--- config.mk ---
export PLATFORM = sky130hd
export DESIGN_NAME = buf_block_alloc
export DESIGN_NICKNAME = d
export VERILOG_FILES = /design/src/rtl/buf_alloc_pkg.sv /design/src/rtl/buf_alloc_dp.sv /design/src/rtl/buf_alloc_ctrl.sv /design/src/rtl/buf_block_alloc.sv
export SDC_FILE = /design/constraint.sdc
export NUM_CORES = 1
export LEC_CHECK = 0
export BUFFER_PORTS_ARGS = -buffer_cell sky130_fd_sc_hd__clkbuf_2
export CORE_AREA = 4 4 173 175
export DETAILED_ROUTE_END_ITERATION = 12
export DIE_AREA = 0 0 177 179
export PLACE_DENSITY = 0.65
export SYNTH_ARGS = -nofsm -noshare
export SYNTH_HDL_FRONTEND = slang
export SYNTH_HIERARCHICAL = 1
export SYNTH_SLANG_ARGS = --single-unit
--- constraint.sdc ---
create_clock -name clk -period 4.8 [get_ports clk]
set_input_delay 0.24 -clock clk [delete_from_list [all_inputs] [get_ports clk]]
set_output_delay 0.24 -clock clk [all_outputs]
set_load 0.005 [all_outputs]
--- src/rtl/buf_alloc_pkg.sv ---
package buf_alloc_pkg;

  typedef enum logic [1:0] {
    ST_IDLE,
    ST_SEARCH,
    ST_UNCLAIM
  } alloc_state_t;

  // Strobes from the sequencer to the bitmap datapath
  typedef struct packed {
    logic load;     // capture request fields
    logic step;     // move to next aligned candidate
    logic claim;    // set the candidate run, report its offset
    logic fail;     // report out-of-memory
    logic unclaim;  // clear the run named by a free request
    logic wipe;     // empty the whole bitmap
  } alloc_strb_t;

endpackage

--- src/rtl/buf_alloc_dp.sv ---
module buf_alloc_dp
  import buf_alloc_pkg::*;
#(
  parameter int MEM_BYTES = 16384,
  parameter int MAP_WORDS = 2,
  parameter int WORD_BITS = 32,
  parameter int SIZE_W    = 16,
  localparam int BLOCKS   = MAP_WORDS * WORD_BITS,
  localparam int IDX_W    = $clog2(BLOCKS),
  localparam int OFF_W    = $clog2(MEM_BYTES) + 1
) (
  input  logic              clk,
  input  logic              rstN,
  input  alloc_strb_t       strb,
  input  logic [SIZE_W-1:0] reqSize,
  input  logic [OFF_W-1:0]  reqOffset,
  input  logic [IDX_W-1:0]  candIdx,
  output logic              sizeOk,
  output logic              candFree,
  output logic [IDX_W:0]    stepBlocks,
  output logic [OFF_W-1:0]  doneOffset
);

  localparam int BLK_BYTES = MEM_BYTES / BLOCKS;
  localparam int BLK_SH    = $clog2(BLK_BYTES);
  localparam int POS_W     = $clog2(WORD_BITS);
  localparam int WSEL_W    = IDX_W - POS_W;
  localparam int FB_W      = OFF_W - BLK_SH;
  localparam int FW_W      = FB_W - POS_W;
  localparam int CNT_W     = SIZE_W - BLK_SH + 1;
  localparam int SL_W      = $clog2(POS_W + 1);

  logic [SIZE_W-1:0]    sizeReg;
  logic [OFF_W-1:0]     offReg;
  logic [WORD_BITS-1:0] mapR [MAP_WORDS];

  // block count: size rounded up to whole blocks
  logic [SIZE_W:0]      sumR;
  logic [CNT_W-1:0]     blkCnt;
  assign sumR   = {1'b0, sizeReg} + (SIZE_W + 1)'(BLK_BYTES - 1);
  assign blkCnt = sumR[SIZE_W:BLK_SH];

  // smallest power-of-two stride whose span covers the request
  logic            strideFound;
  logic [SL_W-1:0] strideLog;
  always_comb begin
    strideFound = 1'b0;
    strideLog   = '0;
    for (int i = 0; i <= POS_W; i++) begin
      if (!strideFound && (32'(sizeReg) <= (32'(BLK_BYTES) << i))) begin
        strideFound = 1'b1;
        strideLog   = SL_W'(i);
      end
    end
  end

  assign sizeOk     = strideFound && (sizeReg != '0);
  assign stepBlocks = (IDX_W + 1)'(1) << strideLog;

  // contiguous run of blkCnt ones, saturated at a full word
  logic [WORD_BITS-1:0] runMask;
  always_comb begin
    for (int b = 0; b < WORD_BITS; b++) begin
      runMask[b] = (blkCnt > CNT_W'(b));
    end
  end

  // candidate test
  logic [WSEL_W-1:0]    candWord;
  logic [POS_W-1:0]     candPos;
  logic [WORD_BITS-1:0] candMask;
  assign candWord = candIdx[IDX_W-1:POS_W];
  assign candPos  = candIdx[POS_W-1:0];
  assign candMask = runMask << candPos;
  assign candFree = ((mapR[candWord] & candMask) == '0);

  // free target
  logic [FB_W-1:0]      freeBlk;
  logic [FW_W-1:0]      freeWord;
  logic [POS_W-1:0]     freePos;
  logic [WORD_BITS-1:0] freeMask;
  assign freeBlk  = offReg[OFF_W-1:BLK_SH];
  assign freeWord = freeBlk[FB_W-1:POS_W];
  assign freePos  = freeBlk[POS_W-1:0];
  assign freeMask = runMask << freePos;

  always_ff @(posedge clk or negedge rstN) begin
    if (!rstN) begin
      sizeReg <= '0;
      offReg  <= '0;
    end else if (strb.load) begin
      sizeReg <= reqSize;
      offReg  <= reqOffset;
    end
  end

  for (genvar w = 0; w < MAP_WORDS; w++) begin : g_word
    always_ff @(posedge clk or negedge rstN) begin
      if (!rstN) begin
        mapR[w] <= '0;
      end else if (strb.wipe) begin
        mapR[w] <= '0;
      end else if (strb.claim && (candWord == WSEL_W'(w))) begin
        mapR[w] <= mapR[w] | candMask;
      end else if (strb.unclaim && (freeWord == FW_W'(w))) begin
        mapR[w] <= mapR[w] & ~freeMask;
      end
    end
  end

  always_ff @(posedge clk or negedge rstN) begin
    if (!rstN) begin
      doneOffset <= '0;
    end else if (strb.wipe) begin
      doneOffset <= '0;
    end else if (strb.claim) begin
      doneOffset <= OFF_W'({candIdx, {BLK_SH{1'b0}}});
    end else if (strb.fail) begin
      doneOffset <= OFF_W'(MEM_BYTES);
    end else if (strb.unclaim) begin
      doneOffset <= offReg;
    end
  end

endmodule

--- src/rtl/buf_alloc_ctrl.sv ---
module buf_alloc_ctrl
  import buf_alloc_pkg::*;
#(
  parameter int BLOCKS = 64,
  localparam int IDX_W = $clog2(BLOCKS)
) (
  input  logic             clk,
  input  logic             rstN,
  input  logic             clearAll,
  input  logic             reqValid,
  input  logic             reqFree,
  input  logic             sizeOk,
  input  logic             candFree,
  input  logic [IDX_W:0]   stepBlocks,
  output logic             reqReady,
  output logic             doneValid,
  output logic [IDX_W-1:0] candIdx,
  output alloc_strb_t      strb
);

  alloc_state_t state, nxt;
  logic         lastCand;

  assign lastCand = (({1'b0, candIdx} + stepBlocks) >= (IDX_W + 1)'(BLOCKS));
  assign reqReady = (state == ST_IDLE) && !clearAll;

  always_comb begin
    strb = '0;
    nxt  = state;
    if (clearAll) begin
      strb.wipe = 1'b1;
      nxt       = ST_IDLE;
    end else begin
      unique case (state)
        ST_IDLE: begin
          if (reqValid) begin
            strb.load = 1'b1;
            nxt       = reqFree ? ST_UNCLAIM : ST_SEARCH;
          end
        end
        ST_SEARCH: begin
          nxt = ST_IDLE;
          if (!sizeOk) begin
            strb.fail = 1'b1;
          end else if (candFree) begin
            strb.claim = 1'b1;
          end else if (lastCand) begin
            strb.fail = 1'b1;
          end else begin
            strb.step = 1'b1;
            nxt       = ST_SEARCH;
          end
        end
        ST_UNCLAIM: begin
          strb.unclaim = 1'b1;
          nxt          = ST_IDLE;
        end
        default: nxt = ST_IDLE;
      endcase
    end
  end

  always_ff @(posedge clk or negedge rstN) begin
    if (!rstN) begin
      state     <= ST_IDLE;
      doneValid <= 1'b0;
      candIdx   <= '0;
    end else begin
      state     <= nxt;
      doneValid <= strb.claim | strb.fail | strb.unclaim;
      if (strb.load) begin
        candIdx <= '0;
      end else if (strb.step) begin
        candIdx <= candIdx + stepBlocks[IDX_W-1:0];
      end
    end
  end

endmodule

--- src/rtl/buf_block_alloc.sv ---
module buf_block_alloc
  import buf_alloc_pkg::*;
#(
  parameter int MEM_BYTES = 16384,
  parameter int MAP_WORDS = 2,
  parameter int WORD_BITS = 32,
  parameter int SIZE_W    = 16,
  localparam int OFF_W    = $clog2(MEM_BYTES) + 1
) (
  input  logic              clk,
  input  logic              rstN,
  input  logic              clearAll,
  input  logic              reqValid,
  output logic              reqReady,
  input  logic              reqFree,
  input  logic [SIZE_W-1:0] reqSize,
  input  logic [OFF_W-1:0]  reqOffset,
  output logic              doneValid,
  output logic [OFF_W-1:0]  doneOffset
);

  localparam int BLOCKS = MAP_WORDS * WORD_BITS;
  localparam int IDX_W  = $clog2(BLOCKS);

  alloc_strb_t      strb;
  logic             sizeOk;
  logic             candFree;
  logic [IDX_W:0]   stepBlocks;
  logic [IDX_W-1:0] candIdx;

  buf_alloc_ctrl #(
    .BLOCKS(BLOCKS)
  ) u_ctrl (
    .clk       (clk),
    .rstN      (rstN),
    .clearAll  (clearAll),
    .reqValid  (reqValid),
    .reqFree   (reqFree),
    .sizeOk    (sizeOk),
    .candFree  (candFree),
    .stepBlocks(stepBlocks),
    .reqReady  (reqReady),
    .doneValid (doneValid),
    .candIdx   (candIdx),
    .strb      (strb)
  );

  buf_alloc_dp #(
    .MEM_BYTES(MEM_BYTES),
    .MAP_WORDS(MAP_WORDS),
    .WORD_BITS(WORD_BITS),
    .SIZE_W   (SIZE_W)
  ) u_dp (
    .clk       (clk),
    .rstN      (rstN),
    .strb      (strb),
    .reqSize   (reqSize),
    .reqOffset (reqOffset),
    .candIdx   (candIdx),
    .sizeOk    (sizeOk),
    .candFree  (candFree),
    .stepBlocks(stepBlocks),
    .doneOffset(doneOffset)
  );

endmodule

-- Yosys cells after proc, flatten, opt, wreduce, memory -nomap -nowiden
Cells that the tools add are included.
- ROM bits: 0
- register bits: 119
- output and inout bits: 17
- memories: 0
- bits in writable memories: 0
- latch bits: 0
- word-level logic and storage cells: 139
- reductions and logical operators: 25
- shifts and indexed selects: 3
- bitwise operators: 10
- multipliers: 0
- equality and inequality tests: 4
- $lt $le $gt $ge: 40
- multiplexer cells: 46
- divide/modulo/power cells: 0
- add/subtract/negate cells: 3
- operator list (cell ; number):
    2-to-1 mux 32 bit ; 9
    greater-than comparator 9 x 5 -> 1 bit (second input constant) ; 16
    AND 32 bit ; 3
    greater-than comparator 9 x 4 -> 1 bit (second input constant) ; 8
    bitwise OR 32 bit ; 2
    << shifter 32 x 5 -> 32 bit ; 2
    2-to-1 mux 15 bit ; 4
    greater-than comparator 9 x 3 -> 1 bit (second input constant) ; 4
    zero test 32 bit ; 1
    inverter 32 bit ; 1
    2-to-1 mux 1 bit ; 19
    greater-than comparator 9 x 1 -> 1 bit (second input constant) ; 2
    greater-than comparator 9 x 2 -> 1 bit (second input constant) ; 2
    adder 16 x 8 -> 17 bit (second input constant) ; 1
    less-or-equal comparator 16 x 10 -> 1 bit (second input constant) ; 1
    less-or-equal comparator 16 x 11 -> 1 bit (second input constant) ; 1
    less-or-equal comparator 16 x 12 -> 1 bit (second input constant) ; 1
    less-or-equal comparator 16 x 13 -> 1 bit (second input constant) ; 1
    less-or-equal comparator 16 x 14 -> 1 bit (second input constant) ; 1
    less-or-equal comparator 16 x 9 -> 1 bit (second input constant) ; 1
    nonzero test 16 bit ; 1
    2-to-1 mux 3 bit ; 5
    2-to-1 mux 6 bit ; 2
    logical AND 1 bit ; 11
    other kinds (19) ; 32

-- Longest topological paths before layout
- depth in word-level cells: 29
- depth in mapped cells: 22
- depth with buffers taken out: 18

-- Cells and area by module
Netlist, hierarchy kept.
- modules (own cells, without submodules) (module ; instances ; cells an instance ; seq. area each (µm²) ; area an instance (µm²)):
    buf_alloc_dp ; 1 ; 1308 ; 2752.6 ; 9960.8
    buf_alloc_ctrl ; 1 ; 72 ; 225.2 ; 723.2

-- Worst setup path after synthesis
Ideal clock, no wire load.
- path type: register to register
- start point: register u_dp.sizeReg[7]
- end point: register u_dp/mapR[9] in the netlist's numbering
- path slack: 0.307 ns
- setup time: 0.122 ns
- clock period less this slack: 4.493 ns
- buffers on the path: 3
- arrival: 4.371 ns
- cell stages (with the launch flop): 19
- cells stage by stage: dfrtp_1 -> or4_1 -> buf_2 -> o211ai_4 -> mux2i_2 -> a211oi_2 -> a2111oi_0 -> or4_4 -> nor4b_4 -> a22oi_1 -> and3_1 -> and4_1 -> and3_1 -> clkbuf_1 -> and2_1 -> clkbuf_1 -> nor3_1 -> nand2_1 -> a32o_1
- RTL lines (element ; RTL line ; text):
    from (decl) ; buf_alloc_dp.sv:33 ; logic [SIZE_W-1:0] sizeReg;
    from (signal assigned) ; buf_alloc_dp.sv:92 ; sizeReg <= reqSize;
    to (signal, indexed assignment) ; buf_alloc_dp.sv:104 ; mapR[w] <= mapR[w] | candMask;
    to (signal, indexed assignment) ; buf_alloc_dp.sv:106 ; mapR[w] <= mapR[w] & ~freeMask;
    to (decl) ; buf_alloc_dp.sv:35 ; logic [WORD_BITS-1:0] mapR [MAP_WORDS];

==> impl_results.md <==
- Outcome: finished, final reports clean
- H-tree depth: 4
- Vias in the first global route: between 10000 and 15000
- Static leakage: 6.105 nW
- Largest net degree at the start of global routing: 66
- Clock Skew: between 0.015 and 0.02 ns
- FF+latch count, synth: 119
- Top post-synthesis cells by area: dfrtp_1 28%, mux2i_1 5.5%, a21oi_1 5.4%, mux2_2 5.3%, nor2_1 5.1%
- CTS buffer count: 17
- Gpl congestion: 1.054
- Final hold vios: 0
- Final setup fails: 0
- CTS root buffer: clkbuf_16
- Post-synth top flop: dfrtp_1
- Die area: 31680 µm²
- Total core area: 28470 µm²
- Post-Route WL: 51170 µm
- Drc violations: 0
- Slew margin rel.: 0.2203
- DR vias/cell: 6.394
- Worst hold path startpoint: reqSize[9]
- Largest delay share family, worst path: simple AND/OR/NAND/NOR gates
- Final Cycle Share: 0.9758
- Syn Nets: 1423
- Nets: approximately 1700
- FF-to-FF End: u_dp/mapR[14]
- Multi-input logic area: 7458 µm²
- Initial antenna violation count: 0
- Critical Path, Cell by Cell: or4_4, buf_6, buf_4, o211ai_1, nand2_1, a2bb2oi_4, o211ai_1, or4_4, nor4b_4, a22oi_1, and3_1, and4_1, and3_1, and2_4, buf_4, nor2_1, nand3_1, a32o_1
- Vias post-DR: ~13000
- RR Startpoint: u_dp/sizeReg[5]
- Area share of the largest cell type after synthesis: 0.2787
- Max-cap violations: 0
- Number of synthesized flops with an enable pin: 0
- R2R depth: 18
- R2r setup slk: ~0.12 ns
- Min Clock Period, post-route: 4.684 ns
- # port buffers: 52
- Row count: 62
- Post-synthesis sequential area ratio: 0.2787
- Area Overhead vs Synth: 32.02%
- Hold Path End: u_dp/sizeReg[9]
- VDD IR max: 212.4 µV
- Min Hold Slack: 0.02074 ns
- Tot GR Track Use: 0.3195
- Syn_area_per_cell: 7.742 µm²
- RSZ-0062 raised after global routing: true
- Remaining antenna violation count: 0
- Fillers: 2832
- Layout cells sized above 1: 0.3096
- CP Data Required Time: 5.12 ns
- Clock Latency Late Sink: 0.44 ns
- CP max FO: 8
- WP buf/inv: 3
- Total area of sequential cells: just under 3000 µm²
- Post-Synthesis Cell Area: about 11000 µm²
- Avg WL per Cell: 25.43 µm
- # IOs: 53
- Width of the die: 177 µm
- Clk pin slew, worst setup/hold paths: about 0.070 ns
- Final core utilization: 0.4954
- Yosys warnings: 6
- Least-Margin Pin Slew: ~1.2 ns
- Starting density of the core: 0.3753
- First-pass detailed-route iteration total: 6
- DP HPWL: 39180 µm
- Grt ovf: 0
- Max-slew violations: 0
- Power Density: 316.3 nW/µm²
- Async SR Flop Fraction: 1.000
- Critical path's slowest cell: or4_4
- Syn Inst Count: around 1400
- CP endpoint kind: flip-flop
- Hold path cells: 3
- FMAX: 0.2135 GHz
- CP max stage delay: 0.54 ns
- Die extent in y: between 150 and 200 µm
- HP Class: input pin to flip-flop
- Starting DRC count in detailed routing: 1860
- Diodes inserted: 0
- Post-synth cell types: 87
- Clock sink count: roughly 120
- CP arrival: roughly 5 ns
- Clock tree from TritonCTS: done
- First-pass GRT wire length: between 70000 and 80000 µm
- Nature of the critical path startpoint: flip-flop
- Critical path type: flip-flop to flip-flop
- Largest area contributor in the netlist: dfrtp_1
- Max clock buf depth: 2
[cell usage after synthesis (6+ instances only)]
cell type / n
o211ai_1: 21
o22ai_1: 17
dfrtp_1: 119
nor3_1: 63
and2_1: 8
ha_1: 6
nand3_1: 31
a211oi_1: 31
a21o_1: 15
o21ai_1: 6
a22oi_1: 27
or2_2: 6
a221o_1: 8
nand4_1: 13
nor4_1: 13
a2111oi_0: 7
and3_1: 11
or4_1: 8
a311oi_1: 9
a221oi_1: 14
o21ai_0: 90
mux2i_1: 59
mux2_2: 50
o22a_1: 9
nor2b_1: 14
o31ai_1: 19
a32o_1: 12
a31oi_1: 17
buf_1: 18
nand2_1: 144
nor2_1: 146
a21oi_1: 116
a211o_1: 6
o221ai_1: 7
o32ai_1: 9
clkbuf_1: 91
buf_2: 10
inv_1: 20
[cells in the final DEF (no fill, tap or decap), types with 7 or more instances in the layout]
master / n
a211oi_1: 28
a21o_1: 15
a21oi_1: 114
a221o_1: 8
a221oi_1: 12
a22oi_1: 25
a311oi_1: 8
a31oi_1: 14
a32o_1: 12
and3_1: 10
buf_4: 272
clkbuf_16: 17
clkbuf_2: 51
dfrtp_1: 117
inv_1: 20
mux2_2: 50
mux2i_1: 54
nand2_1: 141
nand3_1: 31
nand4_1: 13
nor2_1: 143
nor2b_1: 12
nor3_1: 57
nor4_1: 10
o211ai_1: 21
o21ai_0: 87
o21ai_1: 8
o221ai_1: 7
o22a_1: 9
o22ai_1: 15
o31ai_1: 18
o32ai_1: 8
[sequential cells by signal (all words and copies together) (netlist names)]
name and flops:
u_dp/sizeReg 16, u_dp/offReg 15, u_dp/doneOffset 15, u_dp/mapR 64, u_ctrl/doneValid 1, u_ctrl/state 2
u_ctrl/candIdx 6
[where the power goes]
part | internal [mW] | switching [mW]
clock | 0.796 | 0.535
combinational | 0.775 | 1.21
sequential | 1.07 | 0.0710
total | 2.64 | 1.82
[repair_timing]
item / 4_1_cts / 5_1_grt
setup endpoints to repair: 85 / 85
hold buffers: 3 / 0
resized for setup: 17 / 56
buffers inserted: 0 / 13
pin swaps: 2 / 17
cloned: 0 / 1
endpoints found under the hold margin: 23 / 0
[how the worst max path moves through the flow]
stage                     cells after the start       endpoint  slack [ns]            start
after global routing                         22  u_dp/mapR[37]       -0.04  u_dp/sizeReg[4]
after detailed placement                     20  u_dp/mapR[41]       -0.33  u_dp/sizeReg[7]
after floorplan                              18   u_dp/mapR[9]        0.31  u_dp/sizeReg[7]
final                                        18  u_dp/mapR[14]        0.12  u_dp/sizeReg[5]
after CTS                                    18  u_dp/mapR[40]       0.003  u_dp/sizeReg[7]
after global placement                       20  u_dp/mapR[41]       -0.43  u_dp/sizeReg[7]
[through the flow]
stage                     cell area, µm²  std cells  setup WS [ns]  power, mW  setup TNS, ns
final                              14100       2012         0.1161      4.461              0
after global routing               14100       2012       -0.04391      4.648        -0.2125
after CTS                          13740       1998       0.002944      4.348              0
after detailed placement           13050       1963        -0.3271      2.991         -14.82
after global placement             13050       1963        -0.4309      2.990         -20.92
after floorplan                    10680       1380         0.3072      2.132              0
[final cells by class]
| class | count | area share |
|---|---|---|
| multi-input combinational | 1114 | 0.5288 |
| timing repair buffer | 337 | 0.1764 |
| inverter | 26 | 0.007097 |
| clock buffer | 19 | 0.03211 |
| sequential | 119 | 0.2113 |
| clock inverter | 13 | 0.01020 |
| tap | 384 | 0.03406 |
[tightest hold or removal path, stage by stage]
cell,delay [ns]
clkbuf_2,0.08
nand2_1,0.04
o21ai_0,0.05
[layer usage]
metal	vias to the layer above	wire, µm	GRT usage
met1	6271	21890	0.4390
met2	736	22430	0.4840
met4	0	2781	0.1718
met5	-	0	0
li1	5722	-	-
met3	135	4069	0.04935
[cells by family (layout without fill, tap and decap cells)]
logic type      after synthesis  count (layout)  synth area share
simple gates                495             495            0.2240
compound gates              491             491            0.3116
buf+inv                     147             395           0.05375
flops                       119             119            0.2787
mux                         114             114            0.1177
fa+ha+maj                     7               7          0.008900
xor+xnor                      6               6          0.004919
other cells                   1               1         0.0003510
No activity file was read; power rests on OpenSTA's default activity.
